`src/rtl/mht_pkg.sv`:
```
package mht_pkg;

  typedef enum logic [1:0] {
    CMD_GETS  = 2'd0,
    CMD_GETX  = 2'd1,
    CMD_UPG   = 2'd2,
    CMD_SCUPG = 2'd3
  } mht_cmd_e;

  typedef enum logic [1:0] {
    RSP_OK       = 2'd0,
    RSP_MERGE    = 2'd1,
    RSP_CONFLICT = 2'd2,
    RSP_FULL     = 2'd3
  } mht_rsp_e;

  typedef enum logic [1:0] {
    CLS_L1     = 2'd0,
    CLS_L2     = 2'd1,
    CLS_L2_UPG = 2'd2,
    CLS_NONE   = 2'd3
  } mht_cls_e;

  // any command other than a shared fetch asks for ownership
  function automatic logic cmd_excl(mht_cmd_e c);
    return c != CMD_GETS;
  endfunction

  // a waiting miss absorbs a new one if it already asks for as much
  function automatic logic merge_ok(mht_cmd_e held, mht_cmd_e want);
    return cmd_excl(held) || !cmd_excl(want);
  endfunction

  function automatic mht_cls_e classify(logic l2hit, mht_cmd_e c);
    if (l2hit) return CLS_L1;
    if (c == CMD_UPG || c == CMD_SCUPG) return CLS_L2_UPG;
    return CLS_L2;
  endfunction

endpackage

```
`src/rtl/mht_line_cmp.sv`:
```
module mht_line_cmp #(
  parameter int N  = 8,
  parameter int LW = 27
) (
  input  logic [N-1:0]         vld,
  input  logic [N-1:0][LW-1:0] lines,
  input  logic [LW-1:0]        probe,
  output logic [N-1:0]         hit
);
  for (genvar g = 0; g < N; g++) begin : g_cmp
    assign hit[g] = vld[g] && (lines[g] == probe);
  end
endmodule

```
`src/rtl/mht_first.sv`:
```
module mht_first #(
  parameter int N  = 8,
  parameter int IW = 3
) (
  input  logic [N-1:0]  req,
  output logic          any,
  output logic [IW-1:0] idx
);
  always_comb begin
    any = |req;
    idx = '0;
    for (int i = N - 1; i >= 0; i--) begin
      if (req[i]) idx = IW'(i);
    end
  end
endmodule

```
`src/rtl/mht_table.sv`:
```
module mht_table
  import mht_pkg::*;
#(
  parameter int N_ENT    = 8,
  parameter int ADDR_W   = 32,
  parameter int LINE_OFF = 5,
  parameter int SET_W    = 7,
  parameter int WAY_W    = 2,
  localparam int IDX_W   = $clog2(N_ENT),
  localparam int CNT_W   = $clog2(N_ENT + 1)
) (
  input  logic              clk,
  input  logic              rst_n,
  input  logic              alloc_req,
  input  logic [ADDR_W-1:0] alloc_addr,
  input  logic [1:0]        alloc_cmd,
  input  logic [WAY_W-1:0]  alloc_way,
  input  logic              alloc_l2hit,
  output logic [1:0]        alloc_rsp,
  output logic [IDX_W-1:0]  alloc_idx,
  input  logic              free_req,
  input  logic [IDX_W-1:0]  free_idx,
  input  logic              remove_req,
  input  logic [ADDR_W-1:0] remove_addr,
  input  logic              query_req,
  input  logic [ADDR_W-1:0] query_addr,
  output logic [1:0]        query_kind,
  output logic              query_err,
  input  logic              sync_req,
  output logic              sync_stall,
  output logic              sync_issue,
  output logic [CNT_W-1:0]  busy_count
);
  localparam int LINE_W = ADDR_W - LINE_OFF;

  function automatic logic [CNT_W-1:0] next_count(logic [CNT_W-1:0] cur,
                                                  logic inc,
                                                  logic [CNT_W-1:0] dec);
    return cur + CNT_W'(inc) - dec;
  endfunction

  // table state
  logic [N_ENT-1:0]              vld;
  logic [N_ENT-1:0][LINE_W-1:0]  e_line;
  logic [N_ENT-1:0][1:0]         e_cmd;
  logic [N_ENT-1:0][WAY_W-1:0]   e_way;
  logic [N_ENT-1:0]              e_l2;
  logic [CNT_W-1:0]              count;

  // line numbers of the three probes
  logic [LINE_W-1:0] a_line, r_line, q_line;
  assign a_line = alloc_addr[ADDR_W-1:LINE_OFF];
  assign r_line = remove_addr[ADDR_W-1:LINE_OFF];
  assign q_line = query_addr[ADDR_W-1:LINE_OFF];

  wire unused_offsets = ^{alloc_addr[LINE_OFF-1:0], remove_addr[LINE_OFF-1:0],
                          query_addr[LINE_OFF-1:0]};

  // named internal events (observed by the checker)
  logic [N_ENT-1:0] am_hit, rm_hit, qm_hit, sw_hit;
  logic             am_any, fp_any, qp_any;
  logic [IDX_W-1:0] am_idx, fp_idx, qp_idx;
  logic             alloc_ok;
  logic [N_ENT-1:0] clr, drop, set_oh;
  logic [CNT_W-1:0] dec;

  mht_line_cmp #(.N(N_ENT), .LW(LINE_W)) u_am (
    .vld(vld), .lines(e_line), .probe(a_line), .hit(am_hit));
  mht_line_cmp #(.N(N_ENT), .LW(LINE_W)) u_rm (
    .vld(vld), .lines(e_line), .probe(r_line), .hit(rm_hit));
  mht_line_cmp #(.N(N_ENT), .LW(LINE_W)) u_qm (
    .vld(vld), .lines(e_line), .probe(q_line), .hit(qm_hit));

  // same set index and same way: the fill would land on another miss
  for (genvar g = 0; g < N_ENT; g++) begin : g_setway
    assign sw_hit[g] = vld[g] &&
                       (e_line[g][SET_W-1:0] == a_line[SET_W-1:0]) &&
                       (e_way[g] == alloc_way);
  end

  mht_first #(.N(N_ENT), .IW(IDX_W)) u_ap (.req(am_hit), .any(am_any), .idx(am_idx));
  mht_first #(.N(N_ENT), .IW(IDX_W)) u_fp (.req(~vld),   .any(fp_any), .idx(fp_idx));
  mht_first #(.N(N_ENT), .IW(IDX_W)) u_qp (.req(qm_hit), .any(qp_any), .idx(qp_idx));

  // allocation decision: line match first, then set/way clash, then space
  always_comb begin
    alloc_rsp = RSP_OK;
    alloc_idx = '0;
    alloc_ok  = 1'b0;
    if (am_any) begin
      if (merge_ok(mht_cmd_e'(e_cmd[am_idx]), mht_cmd_e'(alloc_cmd))) begin
        alloc_rsp = RSP_MERGE;
        alloc_idx = am_idx;
      end else begin
        alloc_rsp = RSP_CONFLICT;
      end
    end else if (|sw_hit) begin
      alloc_rsp = RSP_CONFLICT;
    end else if (!fp_any) begin
      alloc_rsp = RSP_FULL;
    end else begin
      alloc_idx = fp_idx;
      alloc_ok  = alloc_req;
    end
  end

  // release and insertion vectors
  always_comb begin
    clr = '0;
    if (free_req)   clr = clr | (N_ENT'(1) << free_idx);
    if (remove_req) clr = clr | rm_hit;
    drop   = clr & vld;
    dec    = CNT_W'($countones(drop));
    set_oh = alloc_ok ? (N_ENT'(1) << fp_idx) : '0;
  end

  always_ff @(posedge clk) begin
    if (!rst_n) begin
      vld   <= '0;
      count <= '0;
    end else begin
      vld   <= (vld & ~clr) | set_oh;
      count <= next_count(count, alloc_ok, dec);
    end
  end

  always_ff @(posedge clk) begin
    if (alloc_ok) begin
      e_line[fp_idx] <= a_line;
      e_cmd[fp_idx]  <= alloc_cmd;
      e_way[fp_idx]  <= alloc_way;
      e_l2[fp_idx]   <= alloc_l2hit;
    end
  end

  // classification
  always_comb begin
    query_kind = CLS_NONE;
    if (query_req && qp_any)
      query_kind = classify(e_l2[qp_idx], mht_cmd_e'(e_cmd[qp_idx]));
  end
  assign query_err = query_req && !qp_any;

  // barrier
  assign sync_stall = sync_req && (count != '0);
  assign sync_issue = sync_req && (count == '0);
  assign busy_count = count;

endmodule

```
`config.mk`:
```
export PLATFORM = sky130hd
export DESIGN_NAME = mht_table
export DESIGN_NICKNAME = d
export VERILOG_FILES = /design/src/rtl/mht_pkg.sv /design/src/rtl/mht_line_cmp.sv /design/src/rtl/mht_first.sv /design/src/rtl/mht_table.sv
export SDC_FILE = /design/constraint.sdc
export NUM_CORES = 1
export LEC_CHECK = 0
export BUFFER_PORTS_ARGS = -buffer_cell sky130_fd_sc_hd__buf_2
export CAP_MARGIN = 5
export CORE_ASPECT_RATIO = 0.6
export CORE_MARGIN = 2
export CORE_UTILIZATION = 40
export CTS_BUF_LIST = sky130_fd_sc_hd__clkbuf_4
export CTS_CLUSTER_DIAMETER = 150
export DETAILED_ROUTE_END_ITERATION = 6
export MAX_ROUTING_LAYER = met4
export SKIP_CTS_REPAIR_TIMING = 1
export SLEW_MARGIN = 20
export SYNTH_ARGS = -nofsm -noshare
export SYNTH_HDL_FRONTEND = slang
export SYNTH_SLANG_ARGS = --single-unit
```
`constraint.sdc`:
```
create_clock -name clk -period 5.3 [get_ports clk]
set_input_delay 0.53 -clock clk [delete_from_list [all_inputs] [get_ports clk]]
set_output_delay 0.53 -clock clk [all_outputs]
set_load 0.005 [all_outputs]
```
* Yosys cells after proc, flatten, opt, wreduce, memory -nomap -nowiden
Cells that the tools add are included.
** Word-level totals
- Flip-flop bits (word level) :: 268
- Latch bits :: 0
- Memory bits (writable) :: 0
- Memory bits (read-only) :: 0
- Output and inout port bits :: 14
- Word-level logic and storage cells :: 211
- Memories :: 0
** Operators by class
- Add/sub/neg operators :: 9
- Multiply operators :: 0
- Div/mod/pow operators :: 0
- Order comparisons :: 4
- Equality and inequality tests :: 42
- Shifts and indexed selects :: 2
- Muxes and demuxes :: 64
- Bitwise gates (word level) :: 6
- Reductions and logical operators :: 57
** Operators by type and width (count)
- $eq A27 B27 Y1 :: 24
- $bwmux W216 :: 1
- $mux W3 :: 28
- $demux W27 S3 :: 1
- $eq A7 B7 Y1 :: 8
- $logic_and A1 B1 Y1 :: 45
- $bwmux W16 :: 2
- $reduce_or A8 Y1 :: 4
- $mux W27 :: 1
- $mux W2 :: 12
- $mux W8 :: 3
- $and A8 B8 Y8 :: 2
- $eq A2 B2 Y1 :: 8
- $not A8 Y8 :: 2
- $or A8 B8 Y8 :: 2
- $shl A1 B3 Y8 const A :: 2
- $bmux W2 S3 :: 2
- $lt A3 B4 Y1 const B :: 3
- $mux W1 :: 10
- $add A1 B1 Y2 :: 4
- $bwmux W8 :: 1
- $add A2 B2 Y3 :: 2
- $demux W2 S3 :: 1
- $add A3 B3 Y4 :: 1
- other kinds (11) :: 15

* Longest topological paths before layout
- Depth in word-level cells :: 20
- Depth in mapped cells :: 20
- Depth with buffers taken out :: 19

* Modules after synthesis
A second synthesis with hierarchy kept.
** Second synthesis, totals
- Cell total of the unflattened synthesis :: 1512
- Area total of the unflattened synthesis :: 18245.0 µm²
** Modules (own cells, without submodules)
- mht_table :: times used 1, cells an instance 528, area each 9882.0 µm²
- mht_line_cmp :: times used 3, cells an instance 315, area each 2706.3 µm²
- mht_first :: times used 3, cells an instance 13, area each 81.3 µm²

* Worst setup path before layout
Ideal clock, no wire load.
- Kind :: in2reg
- From :: input port alloc_way[1]
- To :: register e_cmd[0] (netlist name), enable pin
- Library setup time :: 0.470 ns
- Arrival time :: 4.426 ns
- Data required time :: 4.830 ns
- Setup slack :: 0.404 ns
- Cell stages on the path :: 8
- Buffers on the path :: 1
- Path through :: clkbuf_1 > xor2_1 > nor4_1 > a31oi_1 > o311ai_0 > nor4_2 > and3b_1 > nor3b_1
** Between the ends
- Word-level cells in the longest chain between the ends :: 5
- Elaborated cells on any way between the ends :: 19
- Classes of those cells :: eq/ne (8); mux (2); reduce/logical (9)
** RTL lines
- start: declaration :: RTL line mht_table.sv:17 : input logic [WAY_W-1:0] alloc_way,
- $eq A2 B2 Y1 :: RTL line mht_table.sv:78 : (e_way[g] == alloc_way);
- $logic_and A1 B1 Y1 :: RTL line mht_table.sv:77 : (e_line[g][SET_W-1:0] == a_line[SET_W-1:0]) &&
- $reduce_or A8 Y1 * :: RTL line mht_table.sv:97 : end else if (|sw_hit) begin
- $mux W1 * :: RTL line mht_table.sv:97
- $mux W1 * :: RTL line mht_table.sv:90 : if (am_any) begin
- end signal: indexed assignment :: RTL line mht_table.sv:130 : e_cmd[fp_idx] <= alloc_cmd;
- end: declaration :: RTL line mht_table.sv:45 : logic [N_ENT-1:0][1:0] e_cmd;
Every way passes the cells marked *; elsewhere a longest branch is shown, timed or not.
A chain may end at the register's enable or synchronous reset.

* Worst setup path in the final report
- From :: register vld[7]
- To :: output port alloc_rsp[1]
** Between the ends
- Word-level cells in the longest chain between the ends :: 15
- Elaborated cells on any way between the ends :: 23
- Classes of those cells :: mux (14); bitwise (1); reduce/logical (8)
** RTL lines
- start: declaration :: RTL line mht_table.sv:43 : logic [N_ENT-1:0] vld;
- start signal: assignment :: RTL line mht_table.sv:122 : vld <= (vld & ~clr) | set_oh;
- $logic_and A1 B1 Y1 :: RTL line mht_line_cmp.sv:11 : assign hit[g] = vld[g] && (lines[g] == probe);
- $mux W3 (8 in a row) :: RTL line mht_first.sv:13 : if (req[i]) idx = IW'(i);
- $bmux W2 S3 :: RTL line mht_table.sv:91 : if (merge_ok(mht_cmd_e'(e_cmd[am_idx]), mht_cmd_e'(alloc_cmd))) begin
- $mux W2 (implied by the code) :: RTL line mht_table.sv:91
- $reduce_bool A2 Y1 :: RTL line mht_pkg.sv:26 : return c != CMD_GETS;
- $logic_or A1 B1 Y1 :: RTL line mht_pkg.sv:31 : return cmd_excl(held) || !cmd_excl(want);
- $mux W2 :: RTL line mht_table.sv:91
- $mux W2 * :: RTL line mht_table.sv:90
- end: declaration :: RTL line mht_table.sv:19 : output logic [1:0] alloc_rsp,
Every way passes the cells marked *; elsewhere a longest branch is shown, timed or not. The select of a mux whose other input is x is not followed.

==> results.sh <==
export IMPL_worst_pin_slew_ps=1040
export IMPL_grt_use_total_pct=38.2
export IMPL_clk_pin_slew_ps=80
export IMPL_synth_cell_types=66
export IMPL_setup_viol=0
export IMPL_insertion_delay_ps=840
export IMPL_fp_coreArea_mm2=0.0446
export IMPL_seq_power_share_pct=45.9
export IMPL_drv_slew=0
export IMPL_relSlewSlack_pct=29.8
export IMPL_gp_congestion=1.10
export IMPL_ys_ff_latch=268
export IMPL_irDropWorstVdd_mv=0.147
export IMPL_wirelength_um=87000
export IMPL_dieArea_mm2=0.0467
export IMPL_num_rows=60
export IMPL_fin_crit_sh_pct=98.7
export IMPL_postRouteAntennaNets=0
export IMPL_cts_root_buffer="clkbuf_4"
export IMPL_min_period_ps=5230
export IMPL_synth_largest_area_cell="edfxtp_1"
export IMPL_grt_max_degree=34
export IMPL_worstPathCellList="buf_4 -> nand4_1 -> or4_1 -> a311o_1 -> a311oi_2 -> mux2i_1 -> o221a_4 -> a2111oi_4 -> and2b_1 -> buf_2"
export IMPL_power_per_cell_area_mw_per_mm2=255
export IMPL_fillerInstances=4281
export IMPL_swShare_pct=31.0
export IMPL_antenna_found_initial=3
export IMPL_ioPinCount=125
export IMPL_nets=1921
export IMPL_grt_pass1_wl_um=117000
export IMPL_min_from="alloc_addr[26]"
export IMPL_drt_pass1_iter_count=6
export IMPL_die_h_um=168
export IMPL_avgSynthCellArea_um2=11.2
export IMPL_die_x_um=278
export IMPL_cp_start_kind="flop"
export IMPL_synth_cells=1602
export IMPL_leakagePower_nw=6.94
export IMPL_setup_tns_ps=0
export IMPL_cts_buffers=72
export IMPL_cts_tree="done"
export IMPL_synth_warnings=0
export IMPL_hold_violations=0
export IMPL_path_delay_family="compound AO/OA/AOI/OAI gates"
export IMPL_hpwl_um=65000
export IMPL_layout_setup_ws_ps=69.2
export IMPL_drive_above_1_share_pct=18.4
export IMPL_clock_tree_buffer_depth=3
export IMPL_drt_wirelength_per_cell_um=35.6
export IMPL_cts_sinks=268
export IMPL_intPower_w=0.00362
export IMPL_pre_cts_ws_ps=348
export IMPL_endpoint_kind="primary output"
export IMPL_critical_path_required_ps=4770
export IMPL_synthToLayoutAreaGrowth_pct=14.5
export IMPL_grt_ovfl_total=0
export IMPL_startpoint="vld[7]"
export IMPL_synthMostInstantiatedCell="xor2_1"
export IMPL_synth_edff_count=256
export IMPL_r2r_start="e_line[43]"
export IMPL_via_count=15400
export IMPL_syn_nets=1726
export IMPL_rsz0062_at_grt="false"
export IMPL_switchingPower_w=0.00163
export IMPL_ys_async_sr_fraction_pct=0
export IMPL_crit_type="reg -> out"
export IMPL_synth_flop_cell="edfxtp_1"
export IMPL_worstPathArrival_ps=4700
export IMPL_max_freq_mhz=191
export IMPL_synthTopCellsByCount="xor2_1, xnor2_1, edfxtp_1"
export IMPL_hold_path_class="in -> reg"
export IMPL_start_util_pct=40.3
export IMPL_fin_skew_ps=82.8
export IMPL_routed_via_density=6.32
export IMPL_dr_first_iter_drc_count=2480
export IMPL_clkPwrFrac_pct=37.4
export IMPL_grt_pass1_vias=14400
export IMPL_numPortBuffers=109
export IMPL_maxCapViolCount=0
export IMPL_comb_power_share_pct=16.8
export IMPL_drc=0
export IMPL_critPathMaxFanout=6
export IMPL_crit_slowest_cell="a311oi_2"
export IMPL_synth_top_cells_by_area="edfxtp_1, xor2_1, xnor2_1"
export IMPL_synth_top_area_share_pct=42.8
export IMPL_htree_levels=3
export IMPL_synth_area_mm2=0.0180
export IMPL_seq_area_frac_synth_pct=44.1
export IMPL_path_buf_inv=2
export IMPL_outcome="finished clean"
export IMPL_slowest_delay_ps=720
worst reg2reg max path, cell delays in order, from the launching register on:
cell and delay [ps]:
edfxtp_1 470, xor2_1 200, nor4_1 600, nand3_1 180
o22ai_1 290, nand2_1 170, fa_1 420, inv_1 80
fa_1 400, inv_1 90, fa_1 170, inv_1 50
fa_1 470, inv_1 40, ha_1 260, ha_1 190
xor2_1 150, xnor2_1 120, and2_1 150
layout by cell type, fill, tap and decap left out, types with 14 or more instances in the layout:
master,instances
buf_2,109
buf_4,101
clkbuf_4,102
clkinv_1,14
edfxtp_1,256
inv_1,22
nand2_1,29
nand3_1,33
nand4_1,138
nor2_1,27
nor3_1,16
nor4_1,113
or4_1,23
xnor2_1,317
xor2_1,351
power groups by stage:
| stage | Clock (W) | Sequential (W) | Combinational, W |
|---|---|---|---|
| 2_1_floorplan | 0 | 0.00244 | 0.000450 |
| 3_3_place_gp | 0 | 0.00245 | 0.000831 |
| 3_5_place_dp | 0 | 0.00245 | 0.000826 |
| 4_1_cts | 0.00198 | 0.00241 | 0.000831 |
| 5_1_grt | 0.00207 | 0.00241 | 0.000892 |
| 6_report | 0.00196 | 0.00241 | 0.000879 |
cell type report:
class / instances / area [um^2] / area share [%]
Multi-Input combinational cell: 1219 / 9530 / 46.3
Sequential cell: 268 / 7930 / 38.5
Timing Repair Buffer: 214 / 1370 / 6.68
Clock buffer: 102 / 766 / 3.72
Tap cell: 589 / 737 / 3.58
Clock inverter: 22 / 140 / 0.681
Inverter: 22 / 82.6 / 0.401
Antenna cell: 5 / 12.5 / 0.0608
path summary, 6_finish.rpt:
check                        to  slack (ps)  cells past startpoint
hold reg to reg   busy_count[3]         720                      3
setup / recovery   alloc_rsp[1]          70                     10
hold / removal      e_line[210]          40                      1
setup reg to reg  busy_count[3]         660                     18
stage by stage:
step | total power [W] | instances | cell area [um^2] | util [%] | hold WS (ps)
global route | 0.00537 | 2439 | 20600 | 46.1 | -5.63
floorplan | 0.00289 | 1602 | 18000 | - | 629
CTS | 0.00522 | 2435 | 20500 | 46.1 | -44.4
global placement | 0.00328 | 2311 | 19600 | 44.1 | 687
finish | 0.00525 | 2441 | 20600 | 46.1 | 35.0
detailed placement | 0.00328 | 2311 | 19600 | 44.1 | 702
registers in the layout, indices dropped and copies added, names as in the netlist:
register	count
vld	8
busy_count	4
e_l2	8
e_cmd	16
e_way	16
e_line	216
cell families after synthesis:
group / share of synthesized area (%)
compound gates: 3.25
xor+xnor: 32.6
fa+ha+maj: 1.16
buf+inv: 3.04
flops: 44.1
mux: 0.181
simple gates: 15.7
layer usage:
metal  up-vias  share of wire (%)  global-route usage [%]
met5         -                  0                       -
met4         0                3.9                    12.5
met3       233                 16                    14.9
met2      1321                 37                    47.7
met1      7568                 43                    55.0
li1       6293                  -                       -
Power figures use the tool's default switching activity.
